File: config.mk
export PLATFORM = sky130hd
export DESIGN_NAME = padwake_detector
export DESIGN_NICKNAME = d
export VERILOG_FILES = /design/src/rtl/wake_pkg.sv /design/src/rtl/wake_sync.sv /design/src/rtl/wake_cfg_regs.sv /design/src/rtl/wake_pin_detect.sv /design/src/rtl/padwake_detector.sv
export SDC_FILE = /design/constraint.sdc
export NUM_CORES = 1
export LEC_CHECK = 0
export ABC_CLOCK_PERIOD_IN_PS = 1800
export BUFFER_PORTS_ARGS = -buffer_cell sky130_fd_sc_hd__buf_2
export CAP_MARGIN = 20
export CORE_MARGIN = 3
export CORE_UTILIZATION = 45
export DETAILED_ROUTE_END_ITERATION = 16
export PLACE_DENSITY_LB_ADDON = 0.25
export SYNTH_ARGS = -nofsm -noshare
export SYNTH_HDL_FRONTEND = slang
export SYNTH_SLANG_ARGS = --single-unit
export TNS_END_PERCENT = 10
File: constraint.sdc
create_clock -name clk -period 1.8 [get_ports clk]
set_clock_uncertainty 0.2 [all_clocks]
set_input_delay 0.36 -clock clk [delete_from_list [all_inputs] [get_ports clk]]
set_output_delay 0.36 -clock clk [all_outputs]
set_load 0.005 [all_outputs]
File: src/rtl/wake_pkg.sv
package wake_pkg;
   localparam int unsigned REG_ADDR_W = 3;

   typedef enum logic [REG_ADDR_W-1:0] {
      RA_ARM    = 3'd0,
      RA_EDGE   = 3'd1,
      RA_INVERT = 3'd2,
      RA_STATUS = 3'd3
   } wake_reg_e;

   typedef struct packed {
      logic arm;
      logic edge_mode;
      logic invert;
   } pin_cfg_t;
endpackage

File: src/rtl/wake_sync.sv
module wake_sync #(
   parameter int unsigned WIDTH  = 28,
   parameter int unsigned STAGES = 2
) (
   input  logic             clk,
   input  logic             rst_n,
   input  logic [WIDTH-1:0] async_i,
   output logic [WIDTH-1:0] sync_o
);
   if (STAGES < 2) begin : g_bad_stages
      $error("wake_sync: STAGES must be at least 2");
   end

   logic [WIDTH-1:0] chain_q [STAGES];

   always_ff @(posedge clk or negedge rst_n) begin
      if (!rst_n) begin
         for (int s = 0; s < STAGES; s++) chain_q[s] <= '0;
      end else begin
         chain_q[0] <= async_i;
         for (int s = 1; s < STAGES; s++) chain_q[s] <= chain_q[s-1];
      end
   end

   assign sync_o = chain_q[STAGES-1];
endmodule

File: src/rtl/wake_cfg_regs.sv
module wake_cfg_regs
   import wake_pkg::*;
#(
   parameter int unsigned NUM_PADS = 28,
   parameter int unsigned DATA_W   = 32
) (
   input  logic                  clk,
   input  logic                  rst_n,
   input  logic                  wr_en,
   input  logic [REG_ADDR_W-1:0] wr_addr,
   input  logic [DATA_W-1:0]     wr_data,
   output logic [NUM_PADS-1:0]   arm_o,
   output logic [NUM_PADS-1:0]   edge_o,
   output logic [NUM_PADS-1:0]   inv_o,
   output logic [NUM_PADS-1:0]   resync_o,
   output logic [NUM_PADS-1:0]   clr_o
);
   if (NUM_PADS < 1 || NUM_PADS > DATA_W) begin : g_bad_width
      $error("wake_cfg_regs: NUM_PADS must be 1..DATA_W");
   end

   logic [NUM_PADS-1:0] arm_q, edge_q, inv_q;
   logic [NUM_PADS-1:0] wdat;
   logic                hit_arm, hit_edge, hit_inv, hit_stat;
   logic                unused_wdat_ok;

   assign wdat           = wr_data[NUM_PADS-1:0];
   assign unused_wdat_ok = &{1'b1, wr_data};

   assign hit_arm  = wr_en && (wr_addr == RA_ARM);
   assign hit_edge = wr_en && (wr_addr == RA_EDGE);
   assign hit_inv  = wr_en && (wr_addr == RA_INVERT);
   assign hit_stat = wr_en && (wr_addr == RA_STATUS);

   always_ff @(posedge clk or negedge rst_n) begin
      if (!rst_n) begin
         arm_q  <= '0;
         edge_q <= '0;
         inv_q  <= '0;
      end else begin
         if (hit_arm)  arm_q  <= wdat;
         if (hit_edge) edge_q <= wdat;
         if (hit_inv)  inv_q  <= wdat;
      end
   end

   always_comb begin
      resync_o = '0;
      if (hit_arm)  resync_o = wdat ^ arm_q;
      if (hit_edge) resync_o = wdat ^ edge_q;
      if (hit_inv)  resync_o = wdat ^ inv_q;
   end

   assign clr_o  = hit_stat ? wdat : '0;
   assign arm_o  = arm_q;
   assign edge_o = edge_q;
   assign inv_o  = inv_q;

   // a configuration word only moves on a write to its own address
   p_arm_hold_r2: assert property (@(posedge clk) disable iff (!rst_n)
      !hit_arm |=> $stable(arm_q));
endmodule

File: src/rtl/wake_pin_detect.sv
module wake_pin_detect
   import wake_pkg::*;
(
   input  logic     clk,
   input  logic     rst_n,
   input  logic     sync_i,
   input  pin_cfg_t cfg_i,
   input  logic     resync_i,
   input  logic     clr_i,
   output logic     status_o
);
   logic prev_q, status_q;
   logic level_hit, edge_hit, cond;

   // history follows the input while armed, and is reloaded on any config change
   always_ff @(posedge clk or negedge rst_n) begin
      if (!rst_n)                       prev_q <= 1'b0;
      else if (resync_i || cfg_i.arm)   prev_q <= sync_i;
   end

   assign level_hit = cfg_i.invert ? ~sync_i : sync_i;
   assign edge_hit  = cfg_i.invert ? (prev_q & ~sync_i) : (~prev_q & sync_i);
   assign cond      = cfg_i.arm & (cfg_i.edge_mode ? edge_hit : level_hit);

   always_ff @(posedge clk or negedge rst_n) begin
      if (!rst_n)      status_q <= 1'b0;
      else if (clr_i)  status_q <= 1'b0;
      else if (cond)   status_q <= 1'b1;
   end

   assign status_o = status_q;

   // an unarmed pad cannot raise status
   p_disarmed_quiet_r3: assert property (@(posedge clk) disable iff (!rst_n)
      (!cfg_i.arm && !status_q) |=> !status_q);
   // a clear always empties the bit
   p_clear_wins_r7: assert property (@(posedge clk) disable iff (!rst_n)
      clr_i |=> !status_q);
   // status is sticky without a clear
   p_sticky_r6: assert property (@(posedge clk) disable iff (!rst_n)
      (status_q && !clr_i) |=> status_q);
   // edge mode needs an actual change of the input
   p_edge_needs_change_r5: assert property (@(posedge clk) disable iff (!rst_n)
      (cfg_i.arm && cfg_i.edge_mode && (sync_i == prev_q) && !status_q && !clr_i)
      |=> !status_q);
endmodule

File: src/rtl/padwake_detector.sv
module padwake_detector
   import wake_pkg::*;
#(
   parameter int unsigned NUM_PADS    = 28,
   parameter int unsigned DATA_W      = 32,
   parameter int unsigned SYNC_STAGES = 2
) (
   input  logic                  clk,
   input  logic                  rst_n,
   input  logic [NUM_PADS-1:0]   pad_i,
   input  logic                  wr_en,
   input  logic [REG_ADDR_W-1:0] wr_addr,
   input  logic [DATA_W-1:0]     wr_data,
   input  logic [REG_ADDR_W-1:0] rd_addr,
   output logic [DATA_W-1:0]     rd_data,
   output logic                  wake_o
);
   localparam int unsigned PAD_W = NUM_PADS;

   if (NUM_PADS < 1 || NUM_PADS > DATA_W) begin : g_bad_pads
      $error("padwake_detector: NUM_PADS must be 1..DATA_W");
   end

   logic [PAD_W-1:0] pad_sync, arm, edge_sel, inv, resync, clr, status;

   wake_sync #(.WIDTH(PAD_W), .STAGES(SYNC_STAGES)) u_sync (
      .clk(clk), .rst_n(rst_n), .async_i(pad_i), .sync_o(pad_sync));

   wake_cfg_regs #(.NUM_PADS(PAD_W), .DATA_W(DATA_W)) u_regs (
      .clk(clk), .rst_n(rst_n), .wr_en(wr_en), .wr_addr(wr_addr),
      .wr_data(wr_data), .arm_o(arm), .edge_o(edge_sel), .inv_o(inv),
      .resync_o(resync), .clr_o(clr));

   for (genvar p = 0; p < PAD_W; p++) begin : g_pin
      pin_cfg_t cfg;
      assign cfg = '{arm: arm[p], edge_mode: edge_sel[p], invert: inv[p]};
      wake_pin_detect u_det (
         .clk(clk), .rst_n(rst_n), .sync_i(pad_sync[p]), .cfg_i(cfg),
         .resync_i(resync[p]), .clr_i(clr[p]), .status_o(status[p]));
   end

   assign wake_o = |status;

   always_comb begin
      rd_data = '0;
      unique case (rd_addr)
         RA_ARM:    rd_data[PAD_W-1:0] = arm;
         RA_EDGE:   rd_data[PAD_W-1:0] = edge_sel;
         RA_INVERT: rd_data[PAD_W-1:0] = inv;
         RA_STATUS: rd_data[PAD_W-1:0] = status;
         default:   rd_data = '0;
      endcase
   end

   // once raised, the wake request stays until a status write
   p_wake_hold_r6: assert property (@(posedge clk) disable iff (!rst_n)
      (wake_o && !(wr_en && wr_addr == RA_STATUS)) |=> wake_o);
endmodule

# Word level (Yosys, flattened, before mapping)
# Cells that the tools add are included.
dict set report word_totals {
  register_bits 196
  in_bits 69
  out_inout_bits 33
  wordCells 418
}
dict set report classes {
  n_eq_ne 6
  n_mux 145
  bitwise 143
  n_reduce_logical 63
}
# op n
set ops {}
lappend ops {{1-bit two-way mux} 140}
lappend ops {{28-bit two-way mux} 4}
lappend ops {{28-bit one-hot mux with 4 select lines} 1}
lappend ops {{1-bit AND} 84}
lappend ops {{28-bit bitwise XOR} 3}
lappend ops {{1-bit NOT} 56}
lappend ops {{2-bit nonzero test} 28}
lappend ops {{1-bit logical OR} 28}
lappend ops {{28-bit OR reduction} 1}
lappend ops {{3-bit by 2-bit == test with 1-bit output (second input constant)} 4}
lappend ops {{3-bit by 1-bit == test with 1-bit output (second input constant)} 2}
lappend ops {{3-bit logical NOT} 2}
lappend ops {{1-bit logical AND} 4}

# Longest topological paths before layout
dict set report depth {
  depth_word 7
  depth_mapped 6
  ltp_nobuf 4
}

# Modules after synthesis
# A second synthesis with hierarchy kept.
dict set report hier_totals {
  cells_unflattened 878
  area_unflattened_um2 9813.2
}
# mod instances cells_each area_each_um2 seq_area_each_um2
set modules_own_cells {}
lappend modules_own_cells {wake_cfg_regs 1 403 4474.3 2102.0}
lappend modules_own_cells {wake_pin_detect 28 10 105.1 50.0}
lappend modules_own_cells {wake_sync 1 84 1611.5 1401.3}
lappend modules_own_cells {padwake_detector 1 111 784.5 0.0}

# Least setup slack after synthesis
# Ideal clock, no wire load.
dict set report synth_path {
  path_kind {input port to flip-flop}
  start {input port wr_addr[1]}
  end {register u_regs.arm_q[10], in the netlist u_regs.arm_o[10]}
  setup_time_ns 0.125
  t_arrival_ns 1.567
  t_required_ns 1.475
  path_slack_ns -0.092
  stages 5
  path_buffers 2
  cell_sequence {or3b_1 buf_6 nor2_8 buf_12 mux2_4}
}
dict set report synth_between {
  elab_chain_len 2
}
# item line_no
set synth_lines {}
lappend synth_lines {{start: declaration} padwake_detector.sv:12} ;# input logic [REG_ADDR_W-1:0] wr_addr,
lappend synth_lines {{3-bit logical NOT} wake_cfg_regs.sv:30} ;# assign hit_arm = wr_en && (wr_addr == RA_ARM);
lappend synth_lines {{1-bit logical AND} wake_cfg_regs.sv:30}
lappend synth_lines {{end signal: assignment} wake_cfg_regs.sv:41} ;# if (hit_arm) arm_q <= wdat;
lappend synth_lines {{end: declaration} wake_cfg_regs.sv:22} ;# logic [NUM_PADS-1:0] arm_q, edge_q, inv_q;
# Every way passes these cells.
# A chain may end at the register's enable or synchronous reset.

# Worst setup path in the final report
dict set report layout_path {
  start {register g_pin[21].u_det.status_q}
  end {output port wake_o}
}
dict set report layout_between {
  elab_chain_len 1
}
# item line_no
set layout_lines {}
lappend layout_lines {{start: declaration} wake_pin_detect.sv:12} ;# logic prev_q, status_q;
lappend layout_lines {{start signal: assignment} wake_pin_detect.sv:26} ;# if (!rst_n) status_q <= 1'b0;
lappend layout_lines {{start signal: assignment} wake_pin_detect.sv:27} ;# else if (clr_i) status_q <= 1'b0;
lappend layout_lines {{start signal: assignment} wake_pin_detect.sv:28} ;# else if (cond) status_q <= 1'b1;
lappend layout_lines {{28-bit OR reduction} padwake_detector.sv:42} ;# assign wake_o = |status;
lappend layout_lines {{end: declaration} padwake_detector.sv:16} ;# output logic wake_o
# Every way passes these cells.

==> results.yml <==
sta:
  fin_crit_sh_pct: 132
  hold_viol: 0
  setup_slack_ps: -577
  fmax_mhz: 421
  setup_violations: 29
  rsz0062_at_grt: "true"
  maxSlewViolCount: 0
  period_needed_ps: 2380
  fin_setup_tns_ps: -4010
synthesis:
  synth_top_area_share_pct: 53.2
  synth_cell_type_count: 31
  ys_seq_elements: 196
  ys_warn_count: 0
  synthFlopType: "dfrtp_1"
  synth_area_mm2: 0.00921
  yosysSeqAreaShare_pct: 53.2
  postSynthCellCount: 752
  yosysTopAreaCell: "dfrtp_1"
  avgSynthCellArea_um2: 12.3
  synth-async-reset-ratio_pct: 100
  synth_edf_count: 0
  synth_area_leaders: "dfrtp_1 (53%), mux2_2 (8.2%), mux2_4 (6.5%)"
detailed_routing:
  route.detailed.drc: 0
  wl_met2_mm: 10.4
  drtPass1Iterations: 4
  via_count: 6603
  drt-initial-drc-count: 485
  viasPerCell: 5.39
  routedWlPerCell_um: 17.6
  route.top_layer_used: "met4"
  routed_wirelength_mm: 21.6
  drt-met1-wl_mm: 9.98
  wl_met3_um: 956
  ant_nets: 0
worst_setup_path:
  crit_type: "flop to primary output"
  cp_data_required_time_ps: 1240
  crit_path_end_kind: "primary output"
  crit_slowest_cell: "dfrtp_1"
  arrival_ps: 1820
  start_kind: "flop"
  worstPathMaxFanout: 2
  r2r_cells: 4
  crit_chain: "nor4_4 > buf_4 > and4_4 > nand4_1 > buf_2"
  critPathMaxStageDelay_ps: 420
floorplan:
  start_util_pct: 46.6
  core_area_mm2: 0.0198
  ioPinCount: 102
  rows: 51
  die_y_um: 149
  die-area_mm2: 0.0222
  die_x_um: 149
layout:
  fin_nets: 1017
  drive_above_1_share_pct: 35.7
  final_cell_mix: "dfrtp_1 (196), buf_2 (91), a21oi_1 (87), mux2_2 (67)"
  seqCellArea_mm2: 0.00490
  antenna-diode-count: 0
  layout_commonest_cell: "dfrtp_1"
  final_core_util_pct: 59.5
  syn_to_final_growth_pct: 27.7
  fillers: 1617
  multi_input_area_mm2: 0.00421
power_and_ir_drop:
  pwr-share-clk_pct: 30.8
  combPwrFrac_pct: 21.1
  power.density_mw_per_mm2: 1080
  p_leak_nw: 5.16
  peakVddDrop_mv: 0.711
  net-switching-power_mw: 3.66
  p_int_mw: 9.06
  switching_share_pct: 28.8
  seqPwrFrac_pct: 48.1
global_routing:
  grt_pass1_vias: 6758
  grt.total_usage_pct: 20.2
  overflow: 0
  grt_pass1_wl_mm: 35.4
  grt_max_degree: 40
  antenna_found_initial: 0
clocking:
  ctsHtreeMaxLevel: 4
  cts_root_buffer: "clkbuf_16"
  clk_latency_ps: 440
  cts_inserted_buffers: 17
  path_clk_slew_ps: 70
  cts_max_path_buffers: 2
  cts.sinks: 196
  cts_tree: "built"
placement:
  port_buffers: 93
  post-dp-hpwl_mm: 13.8
  gp_congestion: 0.796
run_status:
  status: "complete, but fails checks"
  violations: "negative setup slack"
min_path:
  whs_path_depth: 2
  hp-class: "primary input to flop"
flow_run:
  maxCapViolations: 0
[worst max-delay path: cells and delay by family (launching register included)]
family	cells	cell delay [ps]
AND/OR/NAND/NOR	3	630
buffers and inverters	2	330
flip-flops	1	420
[power groups by stage]
stage	sequential, mW	clock [mW]	combinational (mW)
2_1_floorplan	5.91	0	1.75
3_3_place_gp	6.12	0	2.46
3_5_place_dp	6.14	0	2.53
4_1_cts	6.09	4.00	2.67
5_1_grt	6.27	4.18	2.96
6_report	6.12	3.92	2.69
[path summary, 6_finish.rpt]
kind	startpoint	slack, ps	to
setup / recovery	g_pin[21].u_det.status_o	-580	wake_o
hold / removal	wr_data[12]	20	g_pin[12].u_det.status_o
setup reg to reg	u_regs.edge_o[25]	220	g_pin[25].u_det.prev_q
hold reg to reg	u_sync.chain_q[50]	150	u_sync.sync_o[22]
max in group asynchronous	rst_n	640	u_sync.chain_q[45]
min in group asynchronous	rst_n	210	u_sync.chain_q[36]
[metrics by stage]
stage | std cells | setup slack, ps | instance area, um2 | power (mW) | hold slack [ps]
after detailed placement | 1139 | -273 | 10500 | 8.66 | 109
final | 1226 | -577 | 11800 | 12.7 | 23.4
after floorplan | 755 | -85.0 | 9230 | 7.66 | -136
after global placement | 1139 | -262 | 10500 | 8.58 | 112
after global routing | 1226 | -661 | 11800 | 13.4 | 16.9
after CTS | 1225 | -602 | 11700 | 12.8 | 3.04
[final cells by class]
cell class | count | area share [%]
Clock inverter | 15 | 1.51
Sequential cell | 196 | 41.7
Tap cell | 265 | 2.82
Inverter | 1 | 0.0319
Clock buffer | 17 | 3.61
Multi-Input combinational cell | 526 | 35.8
Timing Repair Buffer | 206 | 14.6
[cells by family (layout without fill, tap and decap cells)]
| group | count (synthesis) | after routing | synth area share (%) |
|---|---|---|---|
| XOR/XNOR | 56 | 56 | 5.32 |
| AO/OA/AOI/OAI | 224 | 224 | 15.5 |
| multiplexers | 112 | 112 | 15.3 |
| buffers and inverters | 33 | 239 | 2.59 |
| flip-flops | 196 | 196 | 53.2 |
| other | 1 | 4 | 0.0407 |
| AND/OR/NAND/NOR | 130 | 130 | 7.97 |
[Yosys cell counts (5+ instances only)]
cell,instances
nor2b_1,28
o22ai_1,25
mux2_1,5
clkbuf_1,11
xor2_1,56
buf_2,10
a21oi_1,87
nand2_1,56
nand2b_1,28
nor4_1,7
a21bo_2,25
mux2_4,40
dfrtp_1,196
mux2_2,67
o21ai_0,28
a22oi_1,56
[state kept, by name, summed over array words and instances, names as in the netlist]
name and flops:
u_regs.arm_o 28, u_sync.sync_o 28, g_pin.u_det.prev_q 28, u_regs.inv_o 28
u_regs.edge_o 28, u_sync.chain_q 28, g_pin.u_det.status_o 28
[routing by layer]
| layer | track usage [%] | up-vias |
|---|---|---|
| li1 | - | 3116 |
| met5 | 0 | - |
| met1 | 28.0 | 3339 |
| met4 | 5.08 | 0 |
| met2 | 32.8 | 130 |
| met3 | 3.95 | 18 |
[repair_timing]
item,CTS,global route
hold buffers,54,0
endpoints found under the setup margin,29,29
resized for setup,19,11
buffers inserted,0,1
hold endpoints to repair,208,0
pin swaps,7,4
Note: power is estimated with default switching activity, not from simulation.
